File: src/rtl/rx_ring_pkg.sv
`timescale 1ns/1ps
package rx_ring_pkg;
  localparam int unsigned WORD_W = 16;
  localparam int unsigned WIDE_W = 2 * WORD_W;

  localparam logic [2:0] SEL_START = 3'd0;
  localparam logic [2:0] SEL_END   = 3'd1;
  localparam logic [2:0] SEL_RDP   = 3'd2;
  localparam logic [2:0] SEL_WRP   = 3'd3;
  localparam logic [2:0] SEL_EOB   = 3'd4;
  localparam logic [2:0] SEL_STAT  = 3'd5;
  localparam logic [2:0] SEL_CMD   = 3'd6;
  localparam logic [2:0] SEL_SEQ   = 3'd7;

  localparam int unsigned ST_OVF_BIT = 4;
  localparam int unsigned ST_EXH_BIT = 5;

  typedef enum logic {FS_IDLE, FS_READ} fetch_state_e;
endpackage

File: src/rtl/rx_ring_ptrs.sv
`timescale 1ns/1ps
module rx_ring_ptrs
  import rx_ring_pkg::*;
#(
  parameter logic [WORD_W-1:0] EOB_RESET = 16'h02F8
) (
  input  logic              clk,
  input  logic              rst_n,
  input  logic              wide,
  input  logic              wr_en,
  input  logic [2:0]        wr_sel,
  input  logic [WORD_W-1:0] wr_data,
  input  logic              adv,
  output logic [WORD_W-1:0] rd_ptr,
  output logic [WORD_W-1:0] wr_ptr,
  output logic [WORD_W-1:0] eob,
  output logic              exhaust_evt
);
  logic [WORD_W-1:0] start_q, end_q, rd_q, wr_q, eob_q;
  logic [WORD_W-1:0] wr_masked, rd_adv, rd_nxt, entry_bytes;

  // pointers stay aligned to the memory word size
  assign wr_masked   = wide ? (wr_data & ~WORD_W'(3)) : (wr_data & ~WORD_W'(1));
  assign entry_bytes = wide ? WORD_W'(16) : WORD_W'(8);
  assign rd_adv      = rd_q + entry_bytes;
  assign rd_nxt      = (rd_adv == end_q) ? start_q : rd_adv;
  assign exhaust_evt = adv && (rd_nxt == wr_q);

  always_ff @(posedge clk or negedge rst_n) begin
    if (!rst_n) begin
      start_q <= '0;
      end_q   <= '0;
      rd_q    <= '0;
      wr_q    <= '0;
      eob_q   <= EOB_RESET;
    end else begin
      if (adv) rd_q <= rd_nxt;
      else if (wr_en && wr_sel == SEL_RDP) rd_q <= wr_masked;
      if (wr_en && wr_sel == SEL_START) start_q <= wr_masked;
      if (wr_en && wr_sel == SEL_END)   end_q   <= wr_masked;
      if (wr_en && wr_sel == SEL_WRP)   wr_q    <= wr_masked;
      if (wr_en && wr_sel == SEL_EOB)   eob_q   <= wr_data;
    end
  end

  assign rd_ptr = rd_q;
  assign wr_ptr = wr_q;
  assign eob    = eob_q;

  assert_wrap_to_start_R4: assert property (@(posedge clk) disable iff (!rst_n)
    (adv && rd_adv == end_q) |=> (rd_q == $past(start_q)));
  assert_advance_step_R4: assert property (@(posedge clk) disable iff (!rst_n)
    (adv && rd_adv != end_q) |=> (rd_q == $past(rd_q) + $past(entry_bytes)));
endmodule

File: src/rtl/rx_ring_fetch.sv
`timescale 1ns/1ps
module rx_ring_fetch
  import rx_ring_pkg::*;
(
  input  logic              clk,
  input  logic              rst_n,
  input  logic              start,
  input  logic              wide,
  input  logic [WORD_W-1:0] base,
  output logic              mem_req,
  output logic [WORD_W-1:0] mem_addr,
  input  logic              mem_ack,
  input  logic [WORD_W-1:0] mem_rdata,
  output logic              busy,
  output logic              done,
  output logic [WIDE_W-1:0] res_addr,
  output logic [WIDE_W-1:0] res_count
);
  localparam int unsigned IDX_W = 2;

  fetch_state_e      state_q;
  logic [IDX_W-1:0]  idx_q;
  logic [WORD_W-1:0] w0_q, w1_q, w2_q;
  logic              last_word;

  assign busy      = (state_q == FS_READ);
  assign mem_req   = busy;
  assign mem_addr  = base + (WORD_W'(idx_q) << (wide ? 2 : 1));
  assign last_word = (idx_q == IDX_W'(3));
  assign done      = busy && mem_ack && last_word;
  assign res_addr  = {w1_q, w0_q};
  assign res_count = {mem_rdata, w2_q};

  always_ff @(posedge clk or negedge rst_n) begin
    if (!rst_n) begin
      state_q <= FS_IDLE;
      idx_q   <= '0;
      w0_q    <= '0;
      w1_q    <= '0;
      w2_q    <= '0;
    end else if (state_q == FS_IDLE) begin
      if (start) begin
        state_q <= FS_READ;
        idx_q   <= '0;
      end
    end else if (mem_ack) begin
      case (idx_q)
        2'd0: w0_q <= mem_rdata;
        2'd1: w1_q <= mem_rdata;
        2'd2: w2_q <= mem_rdata;
        default: ;
      endcase
      idx_q <= idx_q + IDX_W'(1);
      if (last_word) state_q <= FS_IDLE;
    end
  end

  assert_req_held_R12: assert property (@(posedge clk) disable iff (!rst_n)
    (mem_req && !mem_ack) |=> (mem_req && $stable(mem_addr)));
endmodule

File: src/rtl/rx_ring_acct.sv
`timescale 1ns/1ps
module rx_ring_acct
  import rx_ring_pkg::*;
#(
  parameter int unsigned LEN_W = 16
) (
  input  logic              clk,
  input  logic              rst_n,
  input  logic              wide,
  input  logic [WORD_W-1:0] eob,
  input  logic              load,
  input  logic [WIDE_W-1:0] load_addr,
  input  logic [WIDE_W-1:0] load_count,
  input  logic              eval,
  input  logic [LEN_W-1:0]  frame_len,
  input  logic              seq_wr,
  input  logic [WORD_W-1:0] seq_data,
  output logic              fits,
  output logic              last_now,
  output logic [WIDE_W-1:0] buf_ptr,
  output logic [WIDE_W-1:0] buf_words,
  output logic [WIDE_W-1:0] pkt_ptr,
  output logic [LEN_W:0]    pkt_len,
  output logic [WORD_W-1:0] seq
);
  localparam int unsigned SL_W  = LEN_W + 1;
  localparam int unsigned CAP_W = WIDE_W + 1;

  function automatic logic [SL_W-1:0] stored_len(input logic [LEN_W-1:0] l);
    return {1'b0, l} + SL_W'(4);
  endfunction

  function automatic logic [SL_W-1:0] padded_len(input logic [LEN_W-1:0] l, input logic w);
    logic [SL_W-1:0] r;
    if (w) begin
      r = stored_len(l) + SL_W'(3);
      return {r[SL_W-1:2], 2'b00};
    end
    r = stored_len(l) + SL_W'(1);
    return {r[SL_W-1:1], 1'b0};
  endfunction

  logic [SL_W-1:0]   pad;
  logic [WIDE_W-1:0] words_after;
  logic [WIDE_W-1:0] ptr_q, words_q, pkt_ptr_q;
  logic [LEN_W:0]    pkt_len_q;
  logic [WORD_W-1:0] seq_q;

  assign pad         = padded_len(frame_len, wide);
  assign fits        = CAP_W'(pad) <= {words_q, 1'b0};
  assign words_after = words_q - WIDE_W'(pad >> 1);
  assign last_now    = !fits || (words_after < WIDE_W'(eob));

  always_ff @(posedge clk or negedge rst_n) begin
    if (!rst_n) begin
      ptr_q     <= '0;
      words_q   <= '0;
      pkt_ptr_q <= '0;
      pkt_len_q <= '0;
      seq_q     <= '0;
    end else begin
      if (load) begin
        ptr_q   <= load_addr;
        words_q <= load_count;
      end else if (eval && fits) begin
        ptr_q     <= ptr_q + WIDE_W'(pad);
        words_q   <= words_after;
        pkt_ptr_q <= ptr_q;
        pkt_len_q <= stored_len(frame_len);
      end
      if (seq_wr) seq_q <= seq_data;
      else if (eval && fits) seq_q <= {seq_q[WORD_W-1:8], seq_q[7:0] + 8'd1};
    end
  end

  assign buf_ptr   = ptr_q;
  assign buf_words = words_q;
  assign pkt_ptr   = pkt_ptr_q;
  assign pkt_len   = pkt_len_q;
  assign seq       = seq_q;

  assert_seq_step_R8: assert property (@(posedge clk) disable iff (!rst_n)
    (eval && fits && !seq_wr) |=> (seq_q[7:0] == $past(seq_q[7:0]) + 8'd1 &&
                                   seq_q[WORD_W-1:8] == $past(seq_q[WORD_W-1:8])));
  assert_refused_keeps_space_R7: assert property (@(posedge clk) disable iff (!rst_n)
    (eval && !fits && !load) |=> ($stable(words_q) && $stable(ptr_q)));
endmodule

File: src/rtl/rx_ring_mgr.sv
`timescale 1ns/1ps
module rx_ring_mgr
  import rx_ring_pkg::*;
#(
  parameter int unsigned       LEN_W     = 16,
  parameter logic [WORD_W-1:0] EOB_RESET = 16'h02F8
) (
  input  logic              clk,
  input  logic              rst_n,
  input  logic              mode_wide,
  input  logic              reg_wr,
  input  logic [2:0]        reg_sel,
  input  logic [WORD_W-1:0] reg_wdata,
  output logic              mem_req,
  output logic [WORD_W-1:0] mem_addr,
  input  logic              mem_ack,
  input  logic [WORD_W-1:0] mem_rdata,
  input  logic              frm_req,
  input  logic [LEN_W-1:0]  frm_len,
  output logic              frm_ready,
  output logic              frm_done,
  output logic              frm_stored,
  output logic              frm_last,
  output logic [WIDE_W-1:0] pkt_ptr,
  output logic [LEN_W:0]    pkt_len,
  output logic [WORD_W-1:0] seq_no,
  output logic [WIDE_W-1:0] buf_ptr,
  output logic [WIDE_W-1:0] buf_words,
  output logic [WORD_W-1:0] rd_ptr,
  output logic              stat_overflow,
  output logic              stat_exhaust,
  output logic              rx_blocked
);
  // named internal events
  logic              fetch_busy, fetch_done, fetch_start;
  logic [WIDE_W-1:0] res_addr, res_count;
  logic [WORD_W-1:0] wr_ptr, eob;
  logic              exhaust_evt;
  logic              frm_go, eval, fits, last_now;
  logic              cmd_fetch, clr_exh, clr_ovf, refill_evt, block_evt;
  logic              pend_q, blocked_q, ovf_q, exh_q;
  logic              done_q, stored_q, last_q;

  assign frm_ready   = !fetch_busy && !pend_q;
  assign frm_go      = frm_req && frm_ready;
  assign eval        = frm_go && !blocked_q;
  assign fetch_start = !fetch_busy && pend_q;
  assign cmd_fetch   = reg_wr && reg_sel == SEL_CMD && reg_wdata[0];
  assign clr_ovf     = reg_wr && reg_sel == SEL_STAT && reg_wdata[ST_OVF_BIT];
  assign clr_exh     = reg_wr && reg_sel == SEL_STAT && reg_wdata[ST_EXH_BIT] && exh_q;
  assign refill_evt  = eval && last_now && (rd_ptr != wr_ptr);
  assign block_evt   = eval && last_now && (rd_ptr == wr_ptr);

  rx_ring_ptrs #(.EOB_RESET(EOB_RESET)) ptrs_i (
    .clk, .rst_n, .wide(mode_wide), .wr_en(reg_wr), .wr_sel(reg_sel),
    .wr_data(reg_wdata), .adv(fetch_done), .rd_ptr, .wr_ptr, .eob, .exhaust_evt
  );

  rx_ring_fetch fetch_i (
    .clk, .rst_n, .start(fetch_start), .wide(mode_wide), .base(rd_ptr),
    .mem_req, .mem_addr, .mem_ack, .mem_rdata, .busy(fetch_busy),
    .done(fetch_done), .res_addr, .res_count
  );

  rx_ring_acct #(.LEN_W(LEN_W)) acct_i (
    .clk, .rst_n, .wide(mode_wide), .eob, .load(fetch_done),
    .load_addr(res_addr), .load_count(res_count), .eval, .frame_len(frm_len),
    .seq_wr(reg_wr && reg_sel == SEL_SEQ), .seq_data(reg_wdata),
    .fits, .last_now, .buf_ptr, .buf_words, .pkt_ptr, .pkt_len, .seq(seq_no)
  );

  always_ff @(posedge clk or negedge rst_n) begin
    if (!rst_n) begin
      pend_q    <= 1'b0;
      blocked_q <= 1'b0;
      ovf_q     <= 1'b0;
      exh_q     <= 1'b0;
      done_q    <= 1'b0;
      stored_q  <= 1'b0;
      last_q    <= 1'b0;
    end else begin
      if (fetch_start) pend_q <= 1'b0;
      if (cmd_fetch || clr_exh || refill_evt) pend_q <= 1'b1;
      if (fetch_done) blocked_q <= 1'b0;
      else if (block_evt) blocked_q <= 1'b1;
      if (clr_ovf) ovf_q <= 1'b0;
      if (eval && !fits) ovf_q <= 1'b1;
      if (clr_exh) exh_q <= 1'b0;
      if (exhaust_evt) exh_q <= 1'b1;
      done_q   <= frm_go;
      stored_q <= eval && fits;
      last_q   <= eval && last_now;
    end
  end

  assign frm_done      = done_q;
  assign frm_stored    = stored_q;
  assign frm_last      = last_q;
  assign stat_overflow = ovf_q;
  assign stat_exhaust  = exh_q;
  assign rx_blocked    = blocked_q;

  assert_done_after_accept_R12: assert property (@(posedge clk) disable iff (!rst_n)
    frm_done |-> $past(frm_req && frm_ready));
  assert_block_on_match_R10: assert property (@(posedge clk) disable iff (!rst_n)
    $rose(rx_blocked) |-> $past(rd_ptr == wr_ptr));
  assert_drop_when_blocked_R10: assert property (@(posedge clk) disable iff (!rst_n)
    (frm_go && rx_blocked) |=> (frm_done && !frm_stored && !frm_last));
  assert_fetch_unblocks_R11: assert property (@(posedge clk) disable iff (!rst_n)
    fetch_done |=> !rx_blocked);
  assert_overflow_flag_R7: assert property (@(posedge clk) disable iff (!rst_n)
    (eval && !fits) |=> (stat_overflow && frm_last && !frm_stored));
endmodule

File: config.mk
export PLATFORM = sky130hd
export DESIGN_NAME = rx_ring_mgr
export DESIGN_NICKNAME = d
export VERILOG_FILES = /design/src/rtl/rx_ring_pkg.sv /design/src/rtl/rx_ring_ptrs.sv /design/src/rtl/rx_ring_fetch.sv /design/src/rtl/rx_ring_acct.sv /design/src/rtl/rx_ring_mgr.sv
export SDC_FILE = /design/constraint.sdc
export NUM_CORES = 1
export LEC_CHECK = 0
export CORE_MARGIN = 2
export CORE_UTILIZATION = 30
export CTS_BUF_LIST = sky130_fd_sc_hd__clkbuf_4 sky130_fd_sc_hd__clkbuf_8
export DETAILED_ROUTE_END_ITERATION = 12
export DONT_BUFFER_PORTS = 1
export PLACE_DENSITY = 0.51
export SYNTH_ARGS = -nofsm -noshare
export SYNTH_HDL_FRONTEND = slang
export SYNTH_HIERARCHICAL = 1
export SYNTH_SLANG_ARGS = --single-unit
File: constraint.sdc
create_clock -name clk -period 12.5 [get_ports clk]
set_clock_uncertainty 0.1 [all_clocks]
set_input_delay 0.625 -clock clk [delete_from_list [all_inputs] [get_ports clk]]
set_output_delay 0.625 -clock clk [all_outputs]
set_load 0.01 [all_outputs]
* After elaboration in Yosys (flattened, before gate mapping)
Cells that the tools add are included.
** Operators by class
- Add/subtract/negate cells :: 9
- $mul :: 0
- Div/mod/pow operators :: 0
- Shifts and indexed selects :: 1
- Order comparisons :: 2
- Reduce and logical (&&, ||, !) cells :: 46
- Mux-type cells :: 30
- Bitwise logic cells :: 1
- Equal/unequal tests :: 15
** Operator list (number)
- two-way mux 32 bit :: 4
- two-way mux 16 bit :: 4
- == test 16 bit :: 3
- two-way mux 17 bit :: 2
- less-or-equal comparator 17 x 33 -> 1 bit :: 1
- adder 16 bit :: 2
- adder 32 x 17 -> 32 bit :: 1
- < comparator 32 x 16 -> 1 bit :: 1
- left shift 2 x 32 -> 16 bit :: 1
- subtractor 32 x 16 -> 32 bit :: 1
- logical AND 1 bit :: 24
- adder 16 x 3 -> 17 bit, second input constant :: 1
- adder 17 x 1 -> 17 bit, second input constant :: 1
- adder 17 x 2 -> 17 bit, second input constant :: 1
- != test 16 bit :: 1
- nonzero test 2 bit :: 8
- two-way mux 1 bit :: 13
- == test 3 bit, second input constant :: 4
- two-way mux 2 bit :: 5
- AND reduction 3 bit :: 3
- adder 8 x 1 -> 8 bit, second input constant :: 1
- two-way mux 8 bit :: 1
- == test 3 x 2 -> 1 bit, second input constant :: 2
- two-way mux 5 bit :: 1
- other kinds (11) :: 18
** Word-level totals
- Input bits :: 57
- Bits in writable memories :: 0
- Memory bits (read-only) :: 0
- Latch bits :: 0
- Memories kept :: 0
- Register bits :: 267

* Depth between registers and ports, before layout
Gate-level depths: netlist of run 1.
- Depth in word-level cells :: 11
- Mapped depth :: 30
- Depth with buffers taken out :: 29

* By module
Netlist of run 1, hierarchy kept.
** By module, submodules not included
- rx_ring_acct :: times used 1, area each 9290.2 um^2, cells an instance 1109
- rx_ring_ptrs :: times used 1, area each 4187.8 um^2, cells an instance 369
- rx_ring_fetch :: times used 1, area each 2708.8 um^2, cells an instance 194
- rx_ring_mgr :: times used 1, area each 515.5 um^2, cells an instance 51

* Worst setup path before layout of run 1
OpenSTA, ideal clock, no wires.
- Path type :: input port to flip-flop
- Start point :: in frm_len[5]
- End point :: reg blocked_q (netlist: rx_blocked)
- Stages on the path :: 28
- Setup slack :: 6.515 ns
- Required time :: 12.305 ns
- Data arrival time :: 5.789 ns
- Path buffers :: 2
- Cells stage by stage :: buf_2 -> and2_1 -> and4_1 -> and2_1 -> nand2_1 -> xor2_1 -> nor4_1 -> and2_1 -> nor3b_1 -> xnor2_1 -> ha_1 -> clkbuf_1 -> a21o_1 -> a21o_1 -> a21oi_1 -> o21ai_0 -> xor2_1 -> ha_1 -> or4_1 -> a221o_1 -> a31oi_1 -> nand4_1 -> nor4_1 -> and4_1 -> o211ai_1 -> o31ai_1 -> nand2_1 -> o31ai_1
** On the way
- Cells in the longest elaborated chain, start to end :: 10
- Elaborated cells between the ends (all ways) :: 13
- Classes of those cells :: add/sub: 4; order compare: 2; mux: 2; reduce/logical: 5
** RTL lines
- start: declaration :: line rx_ring_mgr.sv:19 : input logic [LEN_W-1:0] frm_len,
- adder 16 x 3 -> 17 bit * :: line rx_ring_acct.sv:30 : return {1'b0, l} + SL_W'(4);
- adder 17 x 2 -> 17 bit :: line rx_ring_acct.sv:36 : r = stored_len(l) + SL_W'(3);
- two-way mux 17 bit :: line rx_ring_acct.sv:35 : if (w) begin
- two-way mux 17 bit * :: line rx_ring_acct.sv:39 : r = stored_len(l) + SL_W'(1);
- subtractor 32 x 16 -> 32 bit / less-or-equal comparator 17 x 33 -> 1 bit (equally long branches) :: line rx_ring_acct.sv:51, rx_ring_acct.sv:50
- < comparator 32 x 16 -> 1 bit / logical NOT 1 bit (equally long branches) :: line rx_ring_acct.sv:52 : assign last_now = !fits || (words_after < WIDE_W'(eob));
- logical OR 1 bit * :: line rx_ring_acct.sv:52
- net last_now :: line rx_ring_mgr.sv:39 : logic frm_go, eval, fits, last_now;
- logical AND 1 bit * (2 in series) :: line rx_ring_mgr.sv:52 : assign block_evt = eval && last_now && (rd_ptr == wr_ptr);
- nonzero test 2 bit (no source line) *
- end signal: assignment :: line rx_ring_mgr.sv:75 : blocked_q <= 1'b0;
- end signal: assignment :: line rx_ring_mgr.sv:84 : if (fetch_done) blocked_q <= 1'b0;
- end signal: assignment :: line rx_ring_mgr.sv:85 : else if (block_evt) blocked_q <= 1'b1;
- end: declaration :: line rx_ring_mgr.sv:41 : logic pend_q, blocked_q, ovf_q, exh_q;
Mark *: on every way through the listed nets, which the timed path passes. The rest lies on a longest branch. The select of a mux whose other input is x is not followed.
A chain may end at the register's enable or synchronous reset.

* Worst setup path after layout of run 1
- Start point :: in frm_len[4]
- End point :: reg blocked_q (netlist: rx_blocked)
Same word-level chain as after synthesis.

==> results of run 1 <==
[power by group through the flow]
stage | Combinational (mW) | Sequential (mW) | Clock [mW]
floorplan | 1.70 | 1.60 | 0
detailed placement | 2.06 | 1.84 | 0
global route | 2.34 | 1.88 | 0.942
finish | 2.10 | 1.82 | 0.874
CTS | 2.11 | 1.83 | 0.907
global placement | 2.04 | 1.83 | 0
[placed cells by master (no fill, tap or decap), types with 5 or more instances in the layout]
master	count
sky130_fd_sc_hd__o21a_1	8
sky130_fd_sc_hd__o21ai_0	113
sky130_fd_sc_hd__nor2_1	70
sky130_fd_sc_hd__o31ai_1	8
sky130_fd_sc_hd__or4_1	9
sky130_fd_sc_hd__clkbuf_8	58
sky130_fd_sc_hd__and2_1	26
sky130_fd_sc_hd__mux2_4	30
sky130_fd_sc_hd__clkbuf_4	15
sky130_fd_sc_hd__nand4_1	35
sky130_fd_sc_hd__nor4_1	14
sky130_fd_sc_hd__nand3b_1	8
sky130_fd_sc_hd__and4_1	6
sky130_fd_sc_hd__a21o_1	22
sky130_fd_sc_hd__nand3_1	39
sky130_fd_sc_hd__dfstp_2	6
sky130_fd_sc_hd__o21bai_1	5
sky130_fd_sc_hd__buf_4	5
sky130_fd_sc_hd__a211oi_1	22
sky130_fd_sc_hd__xor2_1	92
sky130_fd_sc_hd__mux2i_1	43
sky130_fd_sc_hd__inv_1	78
sky130_fd_sc_hd__a31oi_1	5
sky130_fd_sc_hd__nor3_1	16
sky130_fd_sc_hd__ha_1	80
sky130_fd_sc_hd__xnor2_1	69
sky130_fd_sc_hd__nand2_1	262
sky130_fd_sc_hd__dfrtp_1	258
sky130_fd_sc_hd__nand2b_1	8
sky130_fd_sc_hd__a21oi_1	66
sky130_fd_sc_hd__clkinv_2	6
sky130_fd_sc_hd__and3_1	11
sky130_fd_sc_hd__dlygate4sd3_1	33
sky130_fd_sc_hd__o211ai_1	7
sky130_fd_sc_hd__nor2b_1	20
sky130_fd_sc_hd__mux2_2	97
[worst paths after layout]
kind | endpoint | cells after the start | slack [ps] | start
max | rx_blocked | 26 | 6300 | frm_len[4]
min | fetch_i/w1_q[2] | 1 | 50 | mem_rdata[2]
max reg2reg | stat_exhaust | 13 | 7160 | ptrs_i/rd_ptr[3]
min reg2reg | acct_i/buf_ptr[19] | 2 | 380 | fetch_i/w1_q[3]
max in group asynchronous | acct_i/pkt_ptr[0] | 3 | 10640 | rst_n
min in group asynchronous | acct_i/seq[15] | 2 | 520 | rst_n
[worst register-to-register path: stages, from the launching register on]
cell and delay [ps]:
sky130_fd_sc_hd__dfrtp_1 520, sky130_fd_sc_hd__ha_1 290, sky130_fd_sc_hd__inv_1 70, sky130_fd_sc_hd__fa_1 390, sky130_fd_sc_hd__nand3b_1 520, sky130_fd_sc_hd__or4_1 780, sky130_fd_sc_hd__a32oi_1 200, sky130_fd_sc_hd__o2111ai_1 130
sky130_fd_sc_hd__or4_1 1060, sky130_fd_sc_hd__mux2i_1 300, sky130_fd_sc_hd__a221oi_1 440, sky130_fd_sc_hd__nand4_1 210, sky130_fd_sc_hd__nor3_2 170, sky130_fd_sc_hd__a21o_1 100
[what timing repair did]
action	4_1_cts	5_1_grt
endpoints found under the setup margin	0	0
hold buffers	33	1
endpoints found under the hold margin	319	125
[sequential cells by signal (all words and copies together), names as in the netlist, 2 cells and up]
register and cells:
fetch_i/w1_q 16, ptrs_i/start_q 15, ptrs_i/eob 16, acct_i/buf_words 32, acct_i/seq 16, fetch_i/idx_q 2, fetch_i/w0_q 16, ptrs_i/rd_ptr 16
ptrs_i/wr_ptr 15, fetch_i/w2_q 16, ptrs_i/end_q 15, acct_i/pkt_len 17, acct_i/buf_ptr 32, acct_i/pkt_ptr 32
[routing by layer]
metal	up-vias	GRT usage (%)	wire (um)
met5	-	0	0
met4	0	5.93	1410
met3	81	4.88	3680
met2	336	29.2	24800
met1	6369	25.2	24800
li1	5954	-	-
[stage by stage]
step / total power, mW / setup slack [ps] / cells / utilization, %
finish: 4.80 / 6300 / 2501 / 33.6
CTS: 4.84 / 6430 / 2498 / 33.5
global route: 5.17 / 5930 / 2501 / 33.6
global placement: 3.87 / 5930 / 2380 / 31.1
floorplan: 3.30 / 6520 / 1724 / -
detailed placement: 3.90 / 5780 / 2380 / 31.1
[cell families after synthesis]
kind of cell	synth area share, %
AO/OA/AOI/OAI	11.1
AND/OR/NAND/NOR	16.8
flip-flops	39.6
adder cells (fa/ha/maj)	6.47
buffers and inverters	5.28
XOR/XNOR	8.74
other	0.0450
multiplexers	11.9
[layout make-up]
cell class	count	area, um2	area share [%]
multi-input combinational	1285	9240	49.9
inverter	78	293	1.58
clock buffer	73	911	4.92
sequential	264	6610	35.7
timing repair buffer	40	423	2.28
clock inverter	12	103	0.554
antenna	1	2.50	0.0135
tap	748	936	5.05
==> parameters.txt, run 1 <==
Parameter                              Value

Critical path
  Critical-path top delay cell ... sky130_fd_sc_hd__nor4_1
  Cell class contributing the biggest share of worst-path delay ... simple AND/OR/NAND/NOR gates
  Launching element type of the critical path ... input pin
  Data arrival time of the critical path ... between 6000 and 7000 ps
  Largest stage delay on the critical path ... between 500 and 600 ps
  Critical path class ... input pin to flip-flop
  CP max FO ... 10
  Required time worst endpoint ... around 13000 ps
  CP Capture Type ... flip-flop
  Number of buffers and inverters on the critical path ... 0
  Worst path most repeated cell ... sky130_fd_sc_hd__and2_1

Drt
  First-pass iteration count of the detailed router ... 5
  Total wirelength of the detailed-routed design ... 54700 um
  1st-iter DRT viols ... ~850
  Routed via count divided by cell count ... 5.09
  Post-route DRC violation count ... 0
  Antenna Nets Post-Route ... 0
  DR vias ... around 13000
  WL per Instance ... ~22 um

STA
  Relative max-transition margin ... 17.3%
  Final sum of negative setup slack ... 0 ps
  Max-slew violation total from the final report ... 0
  F_max ... around 0.16 GHz
  Final critical-path required period ... approximately 6200 ps
  Number of endpoints failing setup at the final stage ... 0
  Actual transition at the worst max-transition pin ... 1240 ps
  Worst hold slack across all endpoints ... 47.9 ps
  Setup repair after global routing missed its margin ... false
  Period utilisation layout ... 49.6%
  Final Hold Vio Count ... 0

Synthesis
  Post-synth ARST share ... 100%
  Portion of the post-synthesis area used by sequential elements ... about two fifths
  Area contributors post-synth ... sky130_fd_sc_hd__dfrtp_1, sky130_fd_sc_hd__mux2_2, sky130_fd_sc_hd__ha_1
  Largest area contributor in the synthesized netlist ... sky130_fd_sc_hd__dfrtp_1
  Synthesized flop and latch total ... between 200 and 300
  Most common flop cell mapped by yosys ... sky130_fd_sc_hd__dfrtp_1
  Number of enable-type register cells in the synthesized netlist ... 0
  Top-count cell post-synth ... sky130_fd_sc_hd__nand2_1
  Synth top area share ... 38.7%
  List of most frequent post-synthesis cells ... sky130_fd_sc_hd__nand2_1, sky130_fd_sc_hd__dfrtp_1, sky130_fd_sc_hd__o21ai_0
  Synth warnings ... 6
  Number of library cell types mapped by synthesis ... 85
  Per-instance average area after synthesis ... 9.69 um2
  Mapped cell area ... between 0.015 and 0.02 mm2
  Mapped Cells ... ~1700

Power and ir drop
  Net switching fraction of the power ... 45.7%
  Standby leakage power ... a little over 8 nW
  Power density relative to cell area ... roughly 260 mW/mm2
  Portion of total power attributed to the clock network ... 18.2%
  Gate power share ... 43.9%
  Worst vdd rail ir drop ... around 83 uV
  Sw Pwr ... ~2.2 mW
  Int Pwr ... 2.61 mW
  Sequential power share ... between 30% and 40%

Global route
  Number of antenna violations at the first check in global routing ... 4
  GRT overflow ... 0
  Pin count of the biggest net entering global routing ... ~270
  First-pass GRT wire length ... a little over 80000 um
  Via count of the first global-routing pass ... around 13000
  Overall routing resource usage ... between 10% and 20%

Clock network
  CTS sink count ... about 260
  Clock tree from TritonCTS ... done
  Clock buffer count from CTS ... a little under 50
  CTS clk-pin slew, worst paths ... around 60 ps
  CTS H-Tree Depth ... 2
  Buffer depth of the longest clock path ... 3
  Buffers inserted during post-CTS setup optimization ... 0
  Number of resized instances in the post-cts repair step ... 0
  Buffer cell driving the clock tree root ... sky130_fd_sc_hd__clkbuf_8
  Insertion delay of the later-clocked pin in the worst-skew pair ... ~630 ps

Run
  Number of max-cap violations ... 0

Die
  Chip width ... ~240 um
  Effective utilization at floorplan ... around 30%
  DIE HEIGHT ... roughly 240 um
  Core region area ... 0.0551 mm2
  Total die area ... 0.0576 mm2
  Boundary pin count ... roughly 230
  Row count ... 86

Cells and area
  Number of filler instances in the final layout ... approximately 5800
  Post-route design area ... 0.0185 mm2
  Synthesis-to-finish area growth ... 10.9%
  Fraction of layout instances using a drive strength above 1 ... 14.7%
  Layout Nets ... between 1500 and 2000

Place
  Placer congestion estimate ... just under 0.9
  Sum of net half-perimeters after detailed placement ... about 40000 um
  Input/output buffers ... 0
  Post-detailed-placement cell area ... ~0.017 mm2

Hold path
  HP Class ... input pin to flip-flop

Status
  Outcome ... completed
Note: power is estimated with default switching activity, not from simulation.
==> run 2, diff against run 1 <==
==> constraint.sdc (replaced) <==
create_clock -name clk -period 6.35 [get_ports clk]
set_clock_uncertainty 0.1 [all_clocks]
set_input_delay 0.3175 -clock clk [delete_from_list [all_inputs] [get_ports clk]]
set_output_delay 0.3175 -clock clk [all_outputs]
set_load 0.01 [all_outputs]
==> run 2 against run 1 <==
Net effect:
- the flow now finishes with violations (hold timing)
- worst setup slack worse by 5800 ps
- wire length rose by 2.4%
- combinational power rose by 100%
- global-route usage up 0.48 points
- clock-buffer cell count increased by 12
- final cell count up 2.1%
- first-iteration DRC count increased by 21%
- hold slack got worse by 710 ps
- core utilization rose by 1.1 points
- largest power group unchanged
==> parameters.txt, run 2 (synthesized netlist as in run 1, its figures left out) <==
Parameter                              Value

Critical path
  Startpoint of the worst register-to-register path ... acct_i/buf_words[1]
  End point of the critical path ... rx_blocked
  Launching element type of the critical path ... input pin
  Setup crit start ... frm_len[5]
  Critical-path cell list ... dlygate4sd3_1 -> and2_1 -> and4_1 -> and2_1 -> nand4_1 -> xor2_1 -> nor4_2 -> nand2_1 -> xor2_1 -> ha_1 -> nand4_1 -> o21ai_0 -> xor2_1 -> ha_1 -> or4_1 -> a221o_1 -> a31oi_1 -> nand4_1 -> nor4_1 -> and4_1 -> o211ai_1 -> o31ai_1 -> nand2_1 -> o31ai_1
  CP Capture Type ... flip-flop
  Data arrival time of the critical path ... 6320 ps (-300 ps)
  Flop2flop setup slack ... 1300 ps (-5860 ps)
  Number of cells on the worst reg-to-reg path ... 20 (+7)
  Critical-path top delay cell ... sky130_fd_sc_hd__xor2_1
  Critical path class ... input pin to flip-flop
  CP max FO ... 8 (-2)
  Endpoint of the worst-slack reg-to-reg timing path ... rx_blocked
  Largest stage delay on the critical path ... 700 ps (+130 ps)
  Required time worst endpoint ... 6790 ps (-6130 ps)

Place
  Placed Instances ... 2398 (+0.76%)
  Placer congestion estimate ... 0.866 (-2.4%)
  Input/output buffers ... 0 (unchanged)
  Post-detailed-placement cell area ... 0.0173 mm2 (+0.92%)
  Sum of net half-perimeters after detailed placement ... 40000 um (+2.3%)
  Pre-CTS worst setup slack ... 242 ps (-5540 ps)

Global route
  Pin count of the biggest net entering global routing ... 265 (unchanged)
  Number of antenna violations at the first check in global routing ... 2 (-2)
  Overall routing resource usage ... 19.2% (+0.48 points)
  First-pass GRT wire length ... 83000 um (+2.4%)
  Via count of the first global-routing pass ... 12979 (+3.1%)
  GRT overflow ... 0 (unchanged)

Power and ir drop
  Standby leakage power ... 8.43 nW (+3.6%)
  Sw Pwr ... 4.40 mW (+100%)
  Net switching fraction of the power ... 44.9% (-0.80 points)
  Power density relative to cell area ... 512 mW/mm2 (+98%)
  Total Power Consumption ... 9.80 mW (+100%)
  Int Pwr ... 5.40 mW (+110%)
  Worst vdd rail ir drop ... 170 uV (+100%)
  Sequential power share ... 36.7% (-1.2 points)
  Gate power share ... 43.8% (about the same)
  Portion of total power attributed to the clock network ... 19.5% (+1.3 points)

STA
  Final sum of negative setup slack ... 0 ps (unchanged)
  Worst hold slack across all endpoints ... -666 ps (-714 ps)
  Period utilisation layout ... between 90% and 100%
  Actual transition at the worst max-transition pin ... 1270 ps (+26.5 ps)
  Final Hold Vio Count ... 264 (+264)
  Final Worst Setup Slack ... 471 ps (-5830 ps)
  F_max ... around 0.17 GHz
  Number of endpoints failing setup at the final stage ... 0 (unchanged)
  Relative max-transition margin ... 15.5% (-1.9 points)
  Final critical-path required period ... a little under 6000 ps
  Max-slew violation total from the final report ... 0 (unchanged)

Cells and area
  Layout Nets ... 1902 (+2.3%)
  Number of standard cells in the layout, taps in and fillers out ... 2553 (+2.1%)
  Most frequent cells in the layout ... sky130_fd_sc_hd__nand2_1, sky130_fd_sc_hd__dfrtp_1, sky130_fd_sc_hd__o21ai_0, sky130_fd_sc_hd__mux2_2, sky130_fd_sc_hd__xor2_1
  Share of the core filled with cells in the final layout ... 34.7% (+1.1 points)
  Fraction of layout instances using a drive strength above 1 ... 16.5% (+1.9 points)
  Synthesis-to-finish area growth ... 14.5%
  Post-route design area ... 0.0191 mm2 (+3.2%)
  Number of filler instances in the final layout ... 5689 (-1.1%)
  Most common cell after layout, fill and taps aside ... sky130_fd_sc_hd__nand2_1

Clock network
  Buffer depth of the longest clock path ... 3 (unchanged)
  Cts-stage hold buffer count ... 58 (+76%)
  Clock buffer count from CTS ... 50 (+2.0%)
  CTS sink count ... 264 (unchanged)
  CTS clk-pin slew, worst paths ... 60 ps (about the same)
  Clock tree from TritonCTS ... done
  CTS H-Tree Depth ... 2 (unchanged)
  Buffer cell driving the clock tree root ... sky130_fd_sc_hd__clkbuf_8
  Insertion delay of the later-clocked pin in the worst-skew pair ... 640 ps (about the same)

Status
  Outcome ... finished with violations
  Violated checks ... hold timing

Drt
  WL per Instance ... 21.9 um (+0.27%)
  DR vias ... 12970 (+1.8%)
  First-pass iteration count of the detailed router ... 5 (unchanged)
  Total wirelength of the detailed-routed design ... 56000 um (+2.4%)
  Post-route DRC violation count ... 0 (unchanged)
  Routed via count divided by cell count ... 5.08 (-0.27%)
  1st-iter DRT viols ... 1024 (+21%)
  Antenna Nets Post-Route ... 0 (unchanged)

Die
  Effective utilization at floorplan ... 30.3% (unchanged)
  DIE HEIGHT ... 240 um (unchanged)
  Total die area ... 0.0576 mm2 (unchanged)
  Row count ... 86 (unchanged)
  Boundary pin count ... 226 (unchanged)
  Core region area ... 0.0551 mm2 (unchanged)
  Chip width ... 240 um (unchanged)

Hold path
  HP Class ... input pin to asynchronous set/reset pin

Run
  Number of max-cap violations ... 0 (unchanged)
run 2: cell types whose count changed in the layout (fill, tap and decap cells not counted), moves of 3 or more:
cell,before,now
sky130_fd_sc_hd__clkinv_2,6,3
sky130_fd_sc_hd__dlygate4sd3_1,33,58
sky130_fd_sc_hd__xnor2_2,0,3
sky130_fd_sc_hd__xnor2_1,69,66
sky130_fd_sc_hd__clkbuf_4,15,19
sky130_fd_sc_hd__buf_4,5,22
sky130_fd_sc_hd__clkbuf_8,58,66
run 2: repair_timing:
action	in CTS	in global routing
setup endpoints to repair	0	3
endpoints found under the hold margin	445	264
resized for setup	0	17
setup buffers	0	1
run 2: worst max-delay path, delay by kind of cell:
family	cells	cell delay, ps
and+or+nand+nor	12	2200
AOI/OAI and AO/OA	6	1310
xor gates and xnor gates	3	1280
buffers and inverters	1	600
adders and majority gates	2	600
run 2: final cells by class:
type                       instances  area, um2  area share, %
timing repair buffer              82        786           4.11
sequential                       264       6610           34.6
tap                              748        936           4.89
clock inverter                     9        119          0.622
antenna                            2       5.00         0.0262
multi-input combinational       1285       9320           48.7
clock buffer                      85       1050           5.50
inverter                          78        293           1.53
run 2: worst min path at each step:
stage	startpoint	endpoint	slack (ps)	cells after the start
final	rst_n	acct_i/seq[10]	-670	0
after global routing	rst_n	ptrs_i/start_q[2]	-730	0
after CTS	rst_n	ptrs_i/rd_ptr[2]	-740	0
after detailed placement	rst_n	acct_i/seq[10]	-60	0
after global placement	rst_n	acct_i/seq[10]	-60	0
after floorplan	rst_n	acct_i/buf_ptr[0]	-80	0
run 2: metal layers:
layer  vias to the layer above  share of wire, %  global-route usage [%]
li1                       6042                 -                       -
met1                      6472                45                    25.7
met2                       361                45                    29.6
met3                        95               7.6                    5.61
met4                         0               2.8                    6.14
met5                         -                 0                       0
run 2: power by group through the flow:
stage / combinational [mW] / clock [mW] / sequential [mW]
floorplan: 3.35 / 0 / 3.14
global placement: 4.13 / 0 / 3.62
detailed placement: 4.19 / 0 / 3.63
CTS: 4.28 / 1.97 / 3.60
global route: 4.77 / 2.06 / 3.71
finish: 4.29 / 1.91 / 3.59
==> run 3, diff against run 2 <==
--- a/config.mk
+++ b/config.mk
@@ -10,6 +10,7 @@
 export CTS_BUF_LIST = sky130_fd_sc_hd__clkbuf_4 sky130_fd_sc_hd__clkbuf_8
 export DETAILED_ROUTE_END_ITERATION = 12
 export DONT_BUFFER_PORTS = 1
+export MAX_ROUTING_LAYER = met4
 export PLACE_DENSITY = 0.51
 export SYNTH_ARGS = -nofsm -noshare
 export SYNTH_HDL_FRONTEND = slang
==> run 3 against run 2 <==
Net effect:
- the run still ends with hold timing left
- via count shrank 0.74%
- register-to-register slack lost 50 ps
- global-route usage grew 0.54 points
- worst setup slack lost 17 ps
- final cell count shrank 0.27%
- wire length shrank 0.62%
- hold slack lost 14 ps
- fmax shrank 0.29%
- combinational power is essentially flat
- clock power is essentially flat
- sequential power is essentially flat
- sequential cell count is the same
- critical endpoint unchanged
==> parameters.txt, run 3 (synthesized netlist as in run 1, its figures left out) <==
Parameter                              Value

Hold path
  HP Class ... input pin to asynchronous set/reset pin

Clock network
  Insertion delay of the later-clocked pin in the worst-skew pair ... 640 ps (about the same)
  CTS clk-pin slew, worst paths ... 60 ps (about the same)
  Cts-stage hold buffer count ... 58 (unchanged)
  Buffer cell driving the clock tree root ... sky130_fd_sc_hd__clkbuf_8
  CTS sink count ... 264 (unchanged)
  Clock tree from TritonCTS ... done
  Buffers inserted during post-CTS setup optimization ... 0 (unchanged)
  CTS H-Tree Depth ... 2 (unchanged)
  Clock buffer count from CTS ... 49 (-2.0%)
  Buffer depth of the longest clock path ... 3 (unchanged)

Power and ir drop
  Standby leakage power ... 8.39 nW (-0.45%)
  Worst vdd rail ir drop ... 210 uV (+23%)
  Power density relative to cell area ... 514 mW/mm2 (+0.23%)

Drt
  1st-iter DRT viols ... 805 (-21%)
  Total wirelength of the detailed-routed design ... 55600 um (-0.62%)
  First-pass iteration count of the detailed router ... 5 (unchanged)
  Antenna Nets Post-Route ... 0 (unchanged)
  DR vias ... 12874 (-0.74%)
  WL per Instance ... 21.9 um (-0.34%)
  Routed via count divided by cell count ... 5.06 (-0.47%)
  Post-route DRC violation count ... 0 (unchanged)

Cells and area
  Fraction of layout instances using a drive strength above 1 ... 15.9% (-0.66 points)
  Most common cell after layout, fill and taps aside ... sky130_fd_sc_hd__nand2_1
  Number of standard cells in the layout, taps in and fillers out ... 2546 (-0.27%)
  Most frequent cells in the layout ... sky130_fd_sc_hd__nand2_1, sky130_fd_sc_hd__dfrtp_1, sky130_fd_sc_hd__o21ai_0, sky130_fd_sc_hd__mux2_2, sky130_fd_sc_hd__xor2_1
  Layout Nets ... 1896 (-0.32%)
  Synthesis-to-finish area growth ... 14.0%

Run
  Number of max-cap violations ... 0 (unchanged)

Critical path
  Critical path class ... input pin to flip-flop
  Required time worst endpoint ... 6770 ps (-20 ps)
  Launching element type of the critical path ... input pin
  CP Capture Type ... flip-flop
  Data arrival time of the critical path ... 6310 ps (about the same)
  CP max FO ... 10 (+2)

STA
  Final critical-path required period ... 5900 ps (+17.2 ps)
  Actual transition at the worst max-transition pin ... 1250 ps (-19.8 ps)
  Final sum of negative setup slack ... 0 ps (unchanged)
  Final Hold Vio Count ... 264 (unchanged)
  Final Worst Setup Slack ... 454 ps (-17.3 ps)
  Worst hold slack across all endpoints ... -681 ps (-14.3 ps)
  Number of endpoints failing setup at the final stage ... 0 (unchanged)
  Relative max-transition margin ... 16.8% (+1.3 points)
  F_max ... 0.170 GHz (-0.29%)
  Period utilisation layout ... 92.8% (+0.27 points)
  Max-slew violation total from the final report ... 0 (unchanged)

Global route
  Pin count of the biggest net entering global routing ... 265 (unchanged)
  First-pass GRT wire length ... 83200 um (+0.25%)
  Overall routing resource usage ... 19.7% (+0.54 points)
  Via count of the first global-routing pass ... 12872 (-0.82%)
  GRT overflow ... 0 (unchanged)
  Number of antenna violations at the first check in global routing ... 3 (+1)

Place
  Placed Instances ... 2394 (-0.17%)
  Input/output buffers ... 0 (unchanged)
  Pre-CTS worst setup slack ... 298 ps (+55.9 ps)
  Placer congestion estimate ... 0.886 (+2.3%)
  Sum of net half-perimeters after detailed placement ... 40000 um (about the same)

Status
  Violated checks ... hold timing
  Outcome ... finished with violations

Die
  DIE HEIGHT ... 240 um (unchanged)
  Row count ... 86 (unchanged)
  Chip width ... 240 um (unchanged)
  Effective utilization at floorplan ... 30.3% (unchanged)
  Total die area ... 0.0576 mm2 (unchanged)
  Boundary pin count ... 226 (unchanged)
  Core region area ... 0.0551 mm2 (unchanged)
-- run 3: metrics by stage --
step | power [mW] | instance area (um2) | utilization [%]
detailed placement | 7.82 | 17300 | 31.3
finish | 9.78 | 19000 | 34.6
floorplan | 6.49 | 16700 | -
global placement | 7.77 | 17300 | 31.3
CTS | 9.87 | 19000 | 34.5
global route | 10.5 | 19000 | 34.6
-- run 3: cell type report --
cell class                 instances  area [um2]
clock buffer                      84        1030
multi-input combinational       1285        9280
timing repair buffer              77         761
tap                              748         936
inverter                          78         293
sequential                       264        6610
antenna                            2        5.00
fill                            5653       36000
clock inverter                     8         128
-- run 3: path summary, 6_finish.rpt --
kind	slack, ps	depth (start not counted)	from	end
setup reg to reg	1250	20	acct_i/buf_words[1]	rx_blocked
min in group clk	80	4	reg_sel[1]	pend_q
hold / removal	-680	0	rst_n	acct_i/seq[10]
setup / recovery	450	25	frm_len[5]	rx_blocked
max in group asynchronous	5860	0	rst_n	fetch_i/w2_q[12]
hold reg to reg	380	2	fetch_i/w0_q[2]	acct_i/buf_ptr[2]
-- run 3: routing by layer --
layer / global-route usage [%] / vias up / part of all wire, %
li1: - / 6036 / -
met1: 26.1 / 6411 / 45
met2: 30.2 / 346 / 46
met3: 4.70 / 81 / 6.7
met4: 5.25 / 0 / 2.1
met5: - / - / 0
-- run 3: power by group --
part | switching, mW | leakage (nW) | internal [mW]
clock network | 0.779 | 0.613 | 1.15
logic | 2.39 | 4.57 | 1.88
registers | 1.21 | 3.21 | 2.38
-- run 3: worst max-delay path, stage by stage --
cell and delay [ps]:
sky130_fd_sc_hd__dlygate4sd3_1 590, sky130_fd_sc_hd__and2_1 180, sky130_fd_sc_hd__and4_1 210, sky130_fd_sc_hd__and2_1 200, sky130_fd_sc_hd__nand4_1 130, sky130_fd_sc_hd__xor2_1 640
sky130_fd_sc_hd__nor2_1 200, sky130_fd_sc_hd__xnor2_1 200, sky130_fd_sc_hd__ha_1 540, sky130_fd_sc_hd__nand4_1 220, sky130_fd_sc_hd__nor3_1 400, sky130_fd_sc_hd__a211oi_1 150
sky130_fd_sc_hd__buf_4 170, sky130_fd_sc_hd__xnor2_1 220, sky130_fd_sc_hd__ha_1 280, sky130_fd_sc_hd__nand4_1 130, sky130_fd_sc_hd__nor3_1 80, sky130_fd_sc_hd__o21ai_0 70
sky130_fd_sc_hd__a21oi_1 80, sky130_fd_sc_hd__a221oi_1 280, sky130_fd_sc_hd__and4_1 240, sky130_fd_sc_hd__o211ai_1 90, sky130_fd_sc_hd__o31ai_1 300, sky130_fd_sc_hd__nand2_1 120
sky130_fd_sc_hd__o31ai_1 240
-- run 3: repair_timing --
item,4_1_cts,5_1_grt
resized for setup,0,10
endpoints found under the setup margin,0,3
endpoints found under the hold margin,446,264
